==> src/rtl/gpev_pkg.sv <==
`timescale 1ns/1ps
package gpev_pkg;
  typedef enum logic [1:0] {
    SEL_ENA = 2'd0,
    SEL_POL = 2'd1,
    SEL_AST = 2'd2,
    SEL_DST = 2'd3
  } gpev_sel_e;

  // Bit of a status write that picks set (1) or clear (0).
  localparam int GPEV_MODE_BIT = 0;
endpackage

==> src/rtl/gpev_sync.sv <==
`timescale 1ns/1ps
module gpev_sync #(
  parameter int W      = 31,
  parameter int STAGES = 2
) (
  input  logic         clk,
  input  logic         rst_n,
  input  logic [W-1:0] d,
  output logic [W-1:0] q
);
  logic [STAGES-1:0][W-1:0] chain;

  always_ff @(posedge clk or negedge rst_n) begin
    if (!rst_n) begin
      chain <= '0;
    end else begin
      chain[0] <= d;
      for (int s = 1; s < STAGES; s++) chain[s] <= chain[s-1];
    end
  end

  assign q = chain[STAGES-1];
endmodule

==> src/rtl/gpev_edge.sv <==
`timescale 1ns/1ps
module gpev_edge #(
  parameter int W = 31
) (
  input  logic         clk,
  input  logic         rst_n,
  input  logic [W-1:0] lvl,
  input  logic [W-1:0] pol,
  output logic [W-1:0] a_hit,
  output logic [W-1:0] d_hit
);
  logic [W-1:0] prev;
  logic [W-1:0] rise;
  logic [W-1:0] fall;

  always_ff @(posedge clk or negedge rst_n) begin
    if (!rst_n) prev <= '0;
    else        prev <= lvl;
  end

  assign rise  = lvl & ~prev;
  assign fall  = ~lvl & prev;
  // Polarity 1: rise asserts, fall deasserts; polarity 0 swaps them.
  assign a_hit = (rise & pol) | (fall & ~pol);
  assign d_hit = (fall & pol) | (rise & ~pol);
endmodule

==> src/rtl/gpev_status.sv <==
`timescale 1ns/1ps
module gpev_status
  import gpev_pkg::*;
#(
  parameter int W = 31
) (
  input  logic         clk,
  input  logic         rst_n,
  input  logic         wr,
  input  logic [W:0]   wdata,
  input  logic [W-1:0] hit,
  output logic [W:0]   word
);
  logic [W-1:0] st;
  logic [W-1:0] st_nx;
  logic [W-1:0] sel_bits;
  logic         set_mode;

  assign sel_bits = wdata[W:1];
  assign set_mode = wdata[GPEV_MODE_BIT];

  always_comb begin
    st_nx = st;
    if (wr) begin
      if (set_mode) st_nx = st_nx | sel_bits;
      else          st_nx = st_nx & ~sel_bits;
    end
    // A new edge always wins over a clear in the same cycle.
    st_nx = st_nx | hit;
  end

  always_ff @(posedge clk or negedge rst_n) begin
    if (!rst_n) st <= '0;
    else        st <= st_nx;
  end

  assign word = {st, 1'b0};
endmodule

==> src/rtl/gpev_irq_unit.sv <==
`timescale 1ns/1ps
module gpev_irq_unit
  import gpev_pkg::*;
#(
  parameter int NPIN = 31
) (
  input  logic              clk,
  input  logic              rst_n,
  input  logic [NPIN-1:0]   pin_in,
  input  logic              wr_en,
  input  logic              rd_en,
  input  logic [1:0]        addr,
  input  logic [NPIN:0]     wdata,
  output logic [NPIN:0]     rdata,
  output logic              rd_valid,
  output logic              irq_assert,
  output logic              irq_deassert
);
  localparam int DW = NPIN + 1;
  localparam int NWORD = 2;

  logic [NPIN-1:0] ie_q;
  logic [NPIN-1:0] pol_q;
  logic [NPIN-1:0] lvl_s;
  logic [NPIN-1:0] a_hit;
  logic [NPIN-1:0] d_hit;
  logic [DW-1:0]   ast_word;
  logic [DW-1:0]   dst_word;
  logic [NPIN-1:0] hit_v  [NWORD];
  logic [DW-1:0]   word_v [NWORD];
  logic [NWORD-1:0] irq_v;
  gpev_sel_e       sel;

  assign sel = gpev_sel_e'(addr);

  gpev_sync #(.W(NPIN), .STAGES(2)) u_sync (
    .clk(clk), .rst_n(rst_n), .d(pin_in), .q(lvl_s)
  );

  gpev_edge #(.W(NPIN)) u_edge (
    .clk(clk), .rst_n(rst_n), .lvl(lvl_s), .pol(pol_q),
    .a_hit(a_hit), .d_hit(d_hit)
  );

  assign hit_v[0] = a_hit;
  assign hit_v[1] = d_hit;

  for (genvar g = 0; g < NWORD; g++) begin : g_word
    localparam gpev_sel_e MY_SEL = (g == 0) ? SEL_AST : SEL_DST;
    logic wr_me;
    assign wr_me = wr_en && (sel == MY_SEL);
    gpev_status #(.W(NPIN)) u_st (
      .clk(clk), .rst_n(rst_n), .wr(wr_me), .wdata(wdata),
      .hit(hit_v[g]), .word(word_v[g])
    );
    assign irq_v[g] = |(word_v[g][DW-1:1] & ie_q);
  end

  assign ast_word     = word_v[0];
  assign dst_word     = word_v[1];
  assign irq_assert   = irq_v[0];
  assign irq_deassert = irq_v[1];

  always_ff @(posedge clk or negedge rst_n) begin
    if (!rst_n) begin
      ie_q  <= '0;
      pol_q <= '0;
    end else if (wr_en) begin
      if (sel == SEL_ENA) ie_q  <= wdata[NPIN-1:0];
      if (sel == SEL_POL) pol_q <= wdata[NPIN-1:0];
    end
  end

  always_ff @(posedge clk or negedge rst_n) begin
    if (!rst_n) begin
      rdata    <= '0;
      rd_valid <= 1'b0;
    end else begin
      rd_valid <= rd_en;
      if (rd_en) begin
        case (sel)
          SEL_ENA: rdata <= {1'b0, ie_q};
          SEL_POL: rdata <= {1'b0, pol_q};
          SEL_AST: rdata <= ast_word;
          default: rdata <= dst_word;
        endcase
      end
    end
  end
endmodule

==> config.mk <==
export PLATFORM = sky130hd
export DESIGN_NAME = gpev_irq_unit
export DESIGN_NICKNAME = d
export VERILOG_FILES = /design/src/rtl/gpev_pkg.sv /design/src/rtl/gpev_sync.sv /design/src/rtl/gpev_edge.sv /design/src/rtl/gpev_status.sv /design/src/rtl/gpev_irq_unit.sv
export SDC_FILE = /design/constraint.sdc
export NUM_CORES = 1
export LEC_CHECK = 0
export ABC_CLOCK_PERIOD_IN_PS = 2200
export BUFFER_PORTS_ARGS = -buffer_cell sky130_fd_sc_hd__buf_4
export CAP_MARGIN = 20
export CORE_ASPECT_RATIO = 1.5
export CORE_MARGIN = 4
export CORE_UTILIZATION = 55
export CTS_BUF_LIST = sky130_fd_sc_hd__clkbuf_16
export CTS_CLUSTER_SIZE = 40
export DETAILED_ROUTE_END_ITERATION = 10
export PLACE_DENSITY_LB_ADDON = 0.15
export SLEW_MARGIN = 20
export SYNTH_ARGS = -nofsm -noshare
export SYNTH_HDL_FRONTEND = slang
export SYNTH_HIERARCHICAL = 1
export SYNTH_SLANG_ARGS = --single-unit
==> constraint.sdc <==
create_clock -name clk -period 2.2 [get_ports clk]
set_input_delay 0.33 -clock clk [delete_from_list [all_inputs] [get_ports clk]]
set_output_delay 0.33 -clock clk [all_outputs]
set_load 0.01 [all_outputs]
---- Yosys cells after proc, flatten, opt, wreduce, memory -nomap -nowiden ----
Cells that the tools add are included.
word-level totals
  output and inout bits ................... 35
  input port bits ......................... 69
  bits in registers ....................... 250
operators by class
  bitwise operators ....................... 20
  reduce and logical (&&, ||, !) cells .... 7
  eq/ne operators ......................... 3
  multiplexer cells ....................... 5
operators by type and width
  operator                                                               number
  31-bit bitwise AND                                                     10
  31-bit bitwise OR                                                      6
  31-bit two-way mux                                                     4
  31-bit NOT                                                             4
  32-bit one-hot mux with 3 select lines                                 1
  31-bit OR reduction                                                    2
  2-bit equality test, second input constant                             2
  2-bit AND reduction                                                    2
  2-bit by 1-bit equality test with 1-bit output, second input constant  1
  1-bit logical AND                                                      2
  2-bit logical NOT                                                      1

---- Logic depth before layout (Yosys ltp) ----
Gate-level depths: netlist of the first run.
  word-level depth ........................ 5
  depth in mapped cells ................... 8

---- Modules after synthesis ----
The synthesis of the first run kept the hierarchy.
by module, submodules not included
  module         area each (um^2)  cells an instance  seq. area each (um^2)  instances
  gpev_irq_unit  4,732.0           286                2,377.3                1
  gpev_status    1,544.0           105                775.7                  2
  gpev_edge      1,844.3           155                775.7                  1
  gpev_sync      1,784.2           93                 1,551.5                1

---- Worst setup path after synthesis of the first run ----
No wires, ideal clock.
  path type ............................... flip-flop to output port
  start point ............................. register ie_q[18]
  end point ............................... output irq_assert
  data arrival time ....................... 1.412 ns
  path slack .............................. 0.458 ns
  cell stages (with the launch flop) ...... 5
  path through ............................ dfrtp_1 a22o_1 a221oi_2 nand3_1 or4_1
between the ends
  word-level cells in the longest chain between the ends .. 2
ends and longest elaborated chain
  what                    RTL line             RTL
  from (decl)             gpev_irq_unit.sv:22  logic [NPIN-1:0] ie_q;
  from (signal assigned)  gpev_irq_unit.sv:69  if (sel == SEL_ENA) ie_q <= wdata[NPIN-1:0];
  31-bit bitwise AND      gpev_irq_unit.sv:56  assign irq_v[g] = |(word_v[g][DW-1:1] & ie_q);
  31-bit OR reduction     gpev_irq_unit.sv:56
  to (decl)               gpev_irq_unit.sv:16  output logic irq_assert,
No other way between the ends.

---- Final worst setup path of the first run ----
  start point ............................. register ie_q[18]
  end point ............................... output irq_deassert
between the ends
  word-level cells in the longest chain between the ends .. 2
ends and longest elaborated chain
  what                 RTL line             RTL
  31-bit bitwise AND   gpev_irq_unit.sv:56
  31-bit OR reduction  gpev_irq_unit.sv:56
  to (decl)            gpev_irq_unit.sv:17  output logic irq_deassert
No other way between the ends.

==> results of run 1 <==
==> where the power goes <==
part / switching [W] / leakage, nW / internal (W)
Clock: 0.00171 / 0.371 / 0.00217
Sequential: 0.000638 / 2.78 / 0.00520
Combinational: 0.000846 / 2.51 / 0.00133
Total: 0.00319 / 5.67 / 0.00870
==> cell usage in the layout, fill, tap and decap left out, types with 4 or more instances in the layout <==
cell type      instances
mux4_2                29
a311o_1               62
mux2_1                10
dlygate4sd3_1         32
nand2b_1              14
buf_12                 8
nand4_1                4
buf_4                113
a21boi_2              58
a21boi_0               4
mux2_2                57
nand3_1                4
clkbuf_16             25
or2b_1                48
clkinv_2               5
mux2i_1               63
mux2_4                26
clkinv_1               6
inv_1                  4
a22oi_1               24
dfrtp_1              250
==> area by class of cell <==
cell class	count	area, µm²	share of cell area
Sequential cell	250	6260	0.470
Multi-Input combinational cell	422	4620	0.347
Timing Repair Buffer	156	1370	0.103
Clock buffer	25	626	0.0470
Tap cell	264	330	0.0248
Clock inverter	17	105	0.00790
Inverter	1	3.75	0.000282
==> metal layers <==
| metal | wire [µm] | part of all wire |
|---|---|---|
| met1 | 10200 | 0.38 |
| met2 | 14500 | 0.54 |
| met3 | 1370 | 0.051 |
| met4 | 760 | 0.028 |
| met5 | 0 | 0 |
==> kinds of logic (layout without fill, tap and decap cells) <==
| kind of cell | Yosys count | in the layout | synth area share |
|---|---|---|---|
| AOI/OAI and AO/OA | 155 | 155 | 0.136 |
| buffers and inverters | 72 | 199 | 0.0521 |
| DFF | 250 | 250 | 0.546 |
| muxes | 187 | 187 | 0.217 |
| other | 2 | 2 | 0.000656 |
| and+or+nand+nor | 78 | 78 | 0.0480 |
==> worst register-to-register path: stages (launching register included) <==
cell and delay [ns]:
dfrtp_1 0.40, buf_4 0.14, mux4_2 0.48, mux2_2 0.28
==> Yosys cell counts, drive strengths merged (2+ instances only) <==
cell,number
mux2,93
mux2i,63
nand2,2
dfrtp,250
a22oi,24
nand3,4
a22o,2
or4,2
a221oi,2
nand2b,14
clkbuf,5
or2b,48
a21boi,62
a311o,62
a222oi,2
buf,66
nand4,4
conb,2
mux4,31
==> worst max-delay path by stage <==
stage | to | slack [ns] | from
2_1_floorplan | irq_assert | 0.46 | ie_q[18]
3_3_place_gp | irq_deassert | 0.22 | ie_q[21]
3_5_place_dp | irq_deassert | 0.17 | ie_q[21]
4_1_cts | irq_deassert | -0.27 | ie_q[21]
5_1_grt | irq_deassert | -0.30 | ie_q[3]
6_report | irq_deassert | -0.28 | ie_q[18]
==> flip-flops by register name, indices dropped and copies added, names as in the netlist <==
register and cells:
ie_q 31, u_edge/prev 31, rdata 32, g_word.u_st/st 62
rd_valid 1, u_sync/chain 31, pol_q 31, u_sync/q 31
==> per-stage QoR <==
step                      hold slack, ns  utilization  setup slack (ns)
final                             0.0978        0.652            -0.275
after global routing              0.0980        0.652            -0.305
after CTS                         0.0813        0.651            -0.273
after detailed placement           0.295        0.597             0.166
after global placement             0.282        0.597             0.224
after floorplan                   0.0344            -             0.458
==> timing repair <==
action	in CTS	in global routing
pin swaps	9	6
setup buffers	6	1
endpoints found under the hold margin	80	0
setup endpoints to repair	2	2
hold buffers	32	0
gates resized for setup	4	0
==> flow_summary.yaml, run 1 <==
placement:
  io_buffers: 103
  place_inst: 1054
  placed_cell_area_mm2: 0.0122
  place_congestion: 0.897
  hpwl_mm: 18.3
floorplanning:
  core_mm2: 0.0204
  start_util: 0.561
  die_h_um: 185
  num_io_pins: 104
  dieArea_mm2: 0.0232
  fp.dieW_um: 126
  fp-row-count: 64
cts:
  clk_latency_ns: 0.51
  cts_tree: "yes"
  cts_num_sinks: 250
  cts_made_buffers: 24
  htree_levels: 1
  cts.path.max_buffers: 3
  clk_pin_slew_ns: 0.07
  cts_root_buffer: "clkbuf_16"
timing:
  fin_setup_tns_ns: -0.508
  drv_slew: 0
  grt_setup_unrepaired: "yes"
  period_share: 1.13
  report.final.hold_viol_count: 0
  tightest_slew_ns: 0.758
  fin_skew_ns: 0.00823
  finalCriticalPeriod_ns: 2.48
  slew-limit-headroom: 0.495
  layout_setup_ws_ns: -0.275
  fmax_ghz: 0.404
  setup_viol: 2
yosys:
  synth_top_area_cell: "dfrtp_1"
  synthCells: 744
  yosysUniqueCellTypes: 33
  async_flop_share: 1.00
  syn_avg_cell_area_um2: 15.4
  synth-edff-count: 0
  synth-seq-cells: 250
  yosys_warnings: 6
  ys_seq_area_frac: 0.546
  synth_top_area_share: 0.546
  syn_nets: 813
  synth.top_cells.by_area: "dfrtp_1, a21boi_2, mux4_2"
  synthFlopType: "dfrtp_1"
  synth_area_mm2: 0.0114
layout:
  nNetsFinal: 924
  syn2layout_area_growth_pct: 16.2
  diodes: 0
  finalNonFillerCells: 1135
  stdcell_area_mm2: 0.0133
  drive_gt1_frac: 0.385
  fillCellCount: 1548
worst_setup_path:
  r2r_end: "rdata[3]"
  reg2reg_setup_slack_ns: 0.78
  end_kind: "output port"
  critPathLaunchType: "register"
  max_stage_delay_ns: 0.57
  cp_cell_sequence: "buf_4 > a22oi_1 > nand4_1 > or4_4 > buf_6"
  critPathRequiredTime_ns: 1.87
  crit_buf_inv: 2
  r2r-start: "ie_q[3]"
  reg2reg_depth: 3
  path_max_fanout: 3
  worst_path_max_delay_cell: "or4_4"
  critical_path.top_delay_family: "simple AND/OR/NAND/NOR gates"
  path_class: "reg -> out"
  arrival_ns: 2.15
  path_depth: 5
global_routing:
  grt_pass1_vias: 7600
  grt_max_degree: 85
  grt_usage: 0.234
  antenna_found_initial: 0
  grt_util_met3: 0.0336
  grt_util_met1: 0.285
  grt_pass1_wl_mm: 43.0
  overflow: 0
  grtUsageMet2: 0.434
  top_usage_layer: "met2"
status:
  status: "finished with violations"
  violations: "setup timing"
routing:
  drt-pass1-iter-count: 5
  route.detailed.drc: 0
  postRouteAntennaNets: 0
  drtIter0Drc: 552
  wire_per_inst_um: 23.6
  finalWirelength_mm: 26.8
  viasPerCell: 6.11
  vias: 6938
worst_hold_path:
  hold-path-cell-count: 2
  min_to: "ie_q[16]"
  hold_start: "wdata[16]"
  hold_path_class: "in -> reg"
pwr:
  ir_drop_mv: 0.696
  power_w: 0.0119
  p_per_area_mw_per_mm2: 894
  leakage_nw: 5.67
job:
  max-cap-violations: 0
(Power assumes the default switching activity.)
==> inputs of run 2 (changes only) <==
--- a/config.mk
+++ b/config.mk
@@ -11,12 +11,10 @@
 export CORE_ASPECT_RATIO = 1.5
 export CORE_MARGIN = 4
 export CORE_UTILIZATION = 55
-export CTS_BUF_LIST = sky130_fd_sc_hd__clkbuf_16
 export CTS_CLUSTER_SIZE = 40
 export DETAILED_ROUTE_END_ITERATION = 10
 export PLACE_DENSITY_LB_ADDON = 0.15
 export SLEW_MARGIN = 20
 export SYNTH_ARGS = -nofsm -noshare
 export SYNTH_HDL_FRONTEND = slang
-export SYNTH_HIERARCHICAL = 1
 export SYNTH_SLANG_ARGS = --single-unit
==> flow_summary.yaml, run 2 <==
routing:
  drtIter0Drc: 560
  wire_per_inst_um: 20.9
  vias: 7514
  viasPerCell: 5.94
  drt-pass1-iter-count: 5
  postRouteAntennaNets: 0
  route.detailed.drc: 0
  finalWirelength_mm: 26.4
yosys:
  yosys_warnings: 0
  synthCells: 845
  yosysMostFrequentCell: "dfrtp_1"
  synth_common_cells: "dfrtp_1, nand2_1, nand3_1"
  synth-seq-cells: 250
  syn_nets: 914
  ys_seq_area_frac: 0.589
  async_flop_share: 1.00
  synth-edff-count: 0
  synth.top_cells.by_area: "dfrtp_1, mux2_2, mux4_2"
  synthFlopType: "dfrtp_1"
  synth_top_area_share: 0.589
  synth_top_area_cell: "dfrtp_1"
  syn_avg_cell_area_um2: 12.6
  yosysUniqueCellTypes: 28
  synth_area_mm2: 0.0106
worst_setup_path:
  worst_path_max_delay_cell: "or4_4"
  critical_path.top_delay_family: "simple AND/OR/NAND/NOR gates"
  path_max_fanout: 2
  end_kind: "output port"
  cp_cell_sequence: "a22o_1 > a221oi_2 > nand3_1 > or4_4 > buf_6"
  path_depth: 5
  path_class: "reg -> out"
  arrival_ns: 2.13
  crit_buf_inv: 1
  reg2reg_depth: 3
  critPathLaunchType: "register"
  critPathRequiredTime_ns: 1.87
  max_stage_delay_ns: 0.52
pwr:
  leakage_nw: 5.60
  p_per_area_mw_per_mm2: 912
  power_w: 0.0118
  ir_drop_mv: 0.672
floorplanning:
  dieArea_mm2: 0.0216
  fp.dieW_um: 121
  fp-row-count: 62
  start_util: 0.556
  die_h_um: 178
  core_mm2: 0.0191
  num_io_pins: 104
timing:
  hold_ws_ns: 0.0799
  setup_viol: 2
  layout_setup_ws_ns: -0.258
  slew-limit-headroom: 0.477
  tightest_slew_ns: 0.784
  fmax_ghz: 0.407
  grt_setup_unrepaired: "yes"
  fin_skew_ns: 0.00783
  report.final.hold_viol_count: 0
  drv_slew: 0
  period_share: 1.12
  finalCriticalPeriod_ns: 2.46
layout:
  layout_common_cells: "dfrtp_1, nand2_1, buf_4"
  nNetsFinal: 1060
  top_regs: "g_word.u_st.st (62), rdata (32)"
  stdcell_area_mm2: 0.0129
  largest_reg_flops: 62
  drive_gt1_frac: 0.289
  diodes: 0
  final_common_cell: "dfrtp_1"
  final_core_util: 0.676
  syn2layout_area_growth_pct: 21.6
  largest_register: "g_word.u_st.st"
placement:
  pre_cts_ws_ns: 0.151
  io_buffers: 103
  hpwl_mm: 18.1
  place_congestion: 0.876
  placed_cell_area_mm2: 0.0117
status:
  status: "finished with violations"
  violations: "setup timing"
global_routing:
  grtUsageMet2: 0.425
  grt_pass1_wl_mm: 42.1
  grt_util_met1: 0.322
  antenna_found_initial: 0
  grt_usage: 0.250
  top_usage_layer: "met2"
  grt_pass1_vias: 7712
  overflow: 0
  grt_max_degree: 80
  grt_util_met3: 0.0339
worst_hold_path:
  hold_path_class: "in -> reg"
  hold-path-cell-count: 2
cts:
  clk_latency_ns: 0.52
  cts.path.max_buffers: 3
  cts_tree: "yes"
  clk_pin_slew_ns: 0.06
  cts_made_buffers: 25
  cts_root_buffer: "clkbuf_16"
  cts_num_sinks: 250
  htree_levels: 1
job:
  max-cap-violations: 0
run 2: changes by cell type after synthesis, sizes merged, moves of 2 or more:
cell,change
nand2b,+17
mux2i,-49
inv,+56
a21boi,-62
buf,-38
o221ai,+12
o2111ai,+50
a311o,-62
nand3,+100
clkbuf,+4
or2b,-48
nand2,+123
conb,-2
run 2: power by group:
part	total [W]	switching (W)	leakage (nW)	internal, W
clock network	0.00411	0.00173	0.396	0.00237
registers	0.00580	0.000616	2.78	0.00519
logic	0.00186	0.000829	2.42	0.00103
total	0.0118	0.00318	5.60	0.00859
run 2: routing by layer:
metal / up-vias / part of all wire
met1: 3809 / 0.39
met5: - / 0
met2: 264 / 0.51
met4: 0 / 0.042
met3: 75 / 0.054
li1: 3366 / -
run 2: layout make-up:
type                       instances  area, µm²
timing repair buffer             156       1390
inverter                          57        214
clock buffer                      35        713
fill                            1453       6180
sequential                       250       6260
clock inverter                     9       73.8
multi-input combinational        501       3940
tap                              256        320
run 2: kinds of logic after synthesis:
kind of cell / synth area share
and+or+nand+nor: 0.119
DFF: 0.589
muxes: 0.175
buffers and inverters: 0.0412
AOI/OAI and AO/OA: 0.0751
run 2: path summary, 6_finish.rpt:
check / startpoint / to / slack [ns]
worst max-delay path: ie_q[18] / irq_assert / -0.26
min in group asynchronous: rst_n / g_word[0].u_st.st[14] / 0.24
worst max register to register: ie_q[2] / rdata[2] / 0.80
worst min-delay path: wdata[23] / pol_q[23] / 0.08
worst min register to register: u_sync.chain[24] / u_sync.q[24] / 0.35
max in group asynchronous: rst_n / u_sync.q[3] / 1.29
run 2: timing repair:
item,in CTS,in global routing
setup endpoints to repair,2,2
pin swaps,6,3
gates resized for setup,4,0
setup buffers,6,1
hold buffers,32,0
endpoints found under the hold margin,158,0
cloned,0,0
run 2: per-stage QoR:
step,TNS [ns],instances
floorplan,0,845
global placement,0,1181
detailed placement,0,1181
CTS,-0.525,1263
global route,-0.608,1264
finish,-0.485,1264
==> inputs of run 3 (changes only) <==
--- a/config.mk
+++ b/config.mk
@@ -11,6 +11,7 @@
 export CORE_ASPECT_RATIO = 1.5
 export CORE_MARGIN = 4
 export CORE_UTILIZATION = 55
+export CTS_BUF_LIST = sky130_fd_sc_hd__clkbuf_2 sky130_fd_sc_hd__clkbuf_4 sky130_fd_sc_hd__clkbuf_8
 export CTS_CLUSTER_SIZE = 40
 export DETAILED_ROUTE_END_ITERATION = 10
 export PLACE_DENSITY_LB_ADDON = 0.15
==> flow_summary.yaml, run 3 (synthesized netlist as in run 2, its figures left out) <==
status:
  status: "finished with violations"
  violations: "setup timing"
timing:
  drv_slew: 0
  slew-limit-headroom: 0.485
  fin_setup_tns_ns: -0.526
  finalCriticalPeriod_ns: 2.47
  fmax_ghz: 0.404
  period_share: 1.12
  layout_setup_ws_ns: -0.273
  report.final.hold_viol_count: 0
  tightest_slew_ns: 0.772
  grt_setup_unrepaired: "yes"
  setup_viol: 2
  fin_skew_ns: 0.0162
cts:
  clk_latency_ns: 0.53
  htree_levels: 2
  cts_num_sinks: 250
  cts.path.max_buffers: 3
  cts_root_buffer: "clkbuf_8"
  cts_made_buffers: 39
  clk_pin_slew_ns: 0.06
  cts_tree: "yes"
floorplanning:
  die_h_um: 178
  fp-row-count: 62
  core_mm2: 0.0191
  num_io_pins: 104
  fp.dieW_um: 121
  start_util: 0.556
  dieArea_mm2: 0.0216
pwr:
  ir_drop_mv: 0.484
  leakage_nw: 5.65
  p_per_area_mw_per_mm2: 906
  power_w: 0.0117
worst_setup_path:
  end_kind: "output port"
  arrival_ns: 2.14
  critical_path.top_delay_family: "simple AND/OR/NAND/NOR gates"
  crit_buf_inv: 1
  path_max_fanout: 2
  critPathLaunchType: "register"
  worst_path_max_delay_cell: "or4_4"
  max_stage_delay_ns: 0.53
  path_class: "reg -> out"
  critPathRequiredTime_ns: 1.87
  cp_cell_sequence: "a22o_1 > a221oi_2 > nand3_1 > or4_4 > buf_6"
global_routing:
  grt_pass1_vias: 7901
  grt_usage: 0.254
  grt_pass1_wl_mm: 42.5
  overflow: 0
  grt_max_degree: 80
  antenna_found_initial: 0
layout:
  layout_common_cells: "dfrtp_1, nand2_1, buf_4"
  nNetsFinal: 1075
  largest_reg_flops: 62
  largest_register: "g_word.u_st.st"
  diodes: 0
  top_regs: "g_word.u_st.st (62), rdata (32)"
  fillCellCount: 1446
  syn2layout_area_growth_pct: 22.0
  drive_gt1_frac: 0.309
  final_common_cell: "dfrtp_1"
routing:
  viasPerCell: 5.93
  postRouteAntennaNets: 0
  vias: 7628
  drtIter0Drc: 449
  drt-pass1-iter-count: 6
  finalWirelength_mm: 26.6
  wire_per_inst_um: 20.7
  route.detailed.drc: 0
placement:
  io_buffers: 103
  place_congestion: 0.876
  hpwl_mm: 18.1
  pre_cts_ws_ns: 0.151
worst_hold_path:
  hold_path_class: "in -> reg"
job:
  max-cap-violations: 0
==> run 3: cell types whose count changed in the layout (fill, tap and decap cells not counted) <==
| cell | before | now |
|---|---|---|
| clkbuf_8 | 5 | 53 |
| clkbuf_16 | 25 | 0 |
| clkbuf_4 | 0 | 12 |
| clkinv_2 | 7 | 1 |
| clkbuf_1 | 5 | 0 |
| buf_4 | 111 | 112 |
| bufinv_16 | 1 | 0 |
| inv_6 | 1 | 0 |
==> run 3: layout make-up <==
| class | count | area [µm²] | area share |
|---|---|---|---|
| Sequential cell | 250 | 6260 | 0.483 |
| Multi-Input combinational cell | 501 | 3940 | 0.304 |
| Timing Repair Buffer | 157 | 1400 | 0.108 |
| Clock buffer | 65 | 820 | 0.0633 |
| Tap cell | 256 | 320 | 0.0247 |
| Inverter | 57 | 214 | 0.0165 |
| Clock inverter | 1 | 5.00 | 0.000386 |
==> run 3: through the flow <==
stage | std cells | area, µm² | hold WS [ns] | util
after detailed placement | 1181 | 11700 | 0.178 | 0.615
after CTS | 1285 | 12900 | 0.0576 | 0.678
after global routing | 1287 | 13000 | 0.0554 | 0.679
after floorplan | 845 | 10600 | 0.0344 | -
after global placement | 1181 | 11700 | 0.181 | 0.615
final | 1287 | 13000 | 0.0776 | 0.679
==> run 3: final timing paths <==
path | start | end | slack [ns] | cells past startpoint
max | ie_q[18] | irq_assert | -0.27 | 5
min | wdata[29] | ie_q[29] | 0.08 | 2
max reg2reg | ie_q[4] | rdata[4] | 0.80 | 3
min reg2reg | u_sync.chain[17] | u_sync.q[17] | 0.34 | 0
max in group asynchronous | rst_n | u_sync.q[3] | 1.31 | 3
min in group asynchronous | rst_n | u_sync.q[14] | 0.22 | 2
==> run 3: metal layers <==
metal | up-vias | track usage | share of wire
li1 | 3394 | - | -
met2 | 265 | 0.428 | 0.51
met4 | 0 | 0.114 | 0.041
met3 | 77 | 0.0501 | 0.053
met5 | - | 0 | 0
met1 | 3892 | 0.319 | 0.39
==> run 3: where the power goes <==
group          internal [W]  switching [W]  total (W)
registers           0.00519       0.000620    0.00581
logic               0.00104       0.000836    0.00187
clock network       0.00233        0.00172    0.00405
==> run 3: repair_timing <==
| action | CTS | global route |
|---|---|---|
| setup buffers | 6 | 2 |
| hold endpoints to repair | 279 | 0 |
| gates resized for setup | 4 | 0 |
| setup endpoints to repair | 2 | 2 |
| hold buffers | 32 | 0 |
| pin swaps | 6 | 4 |
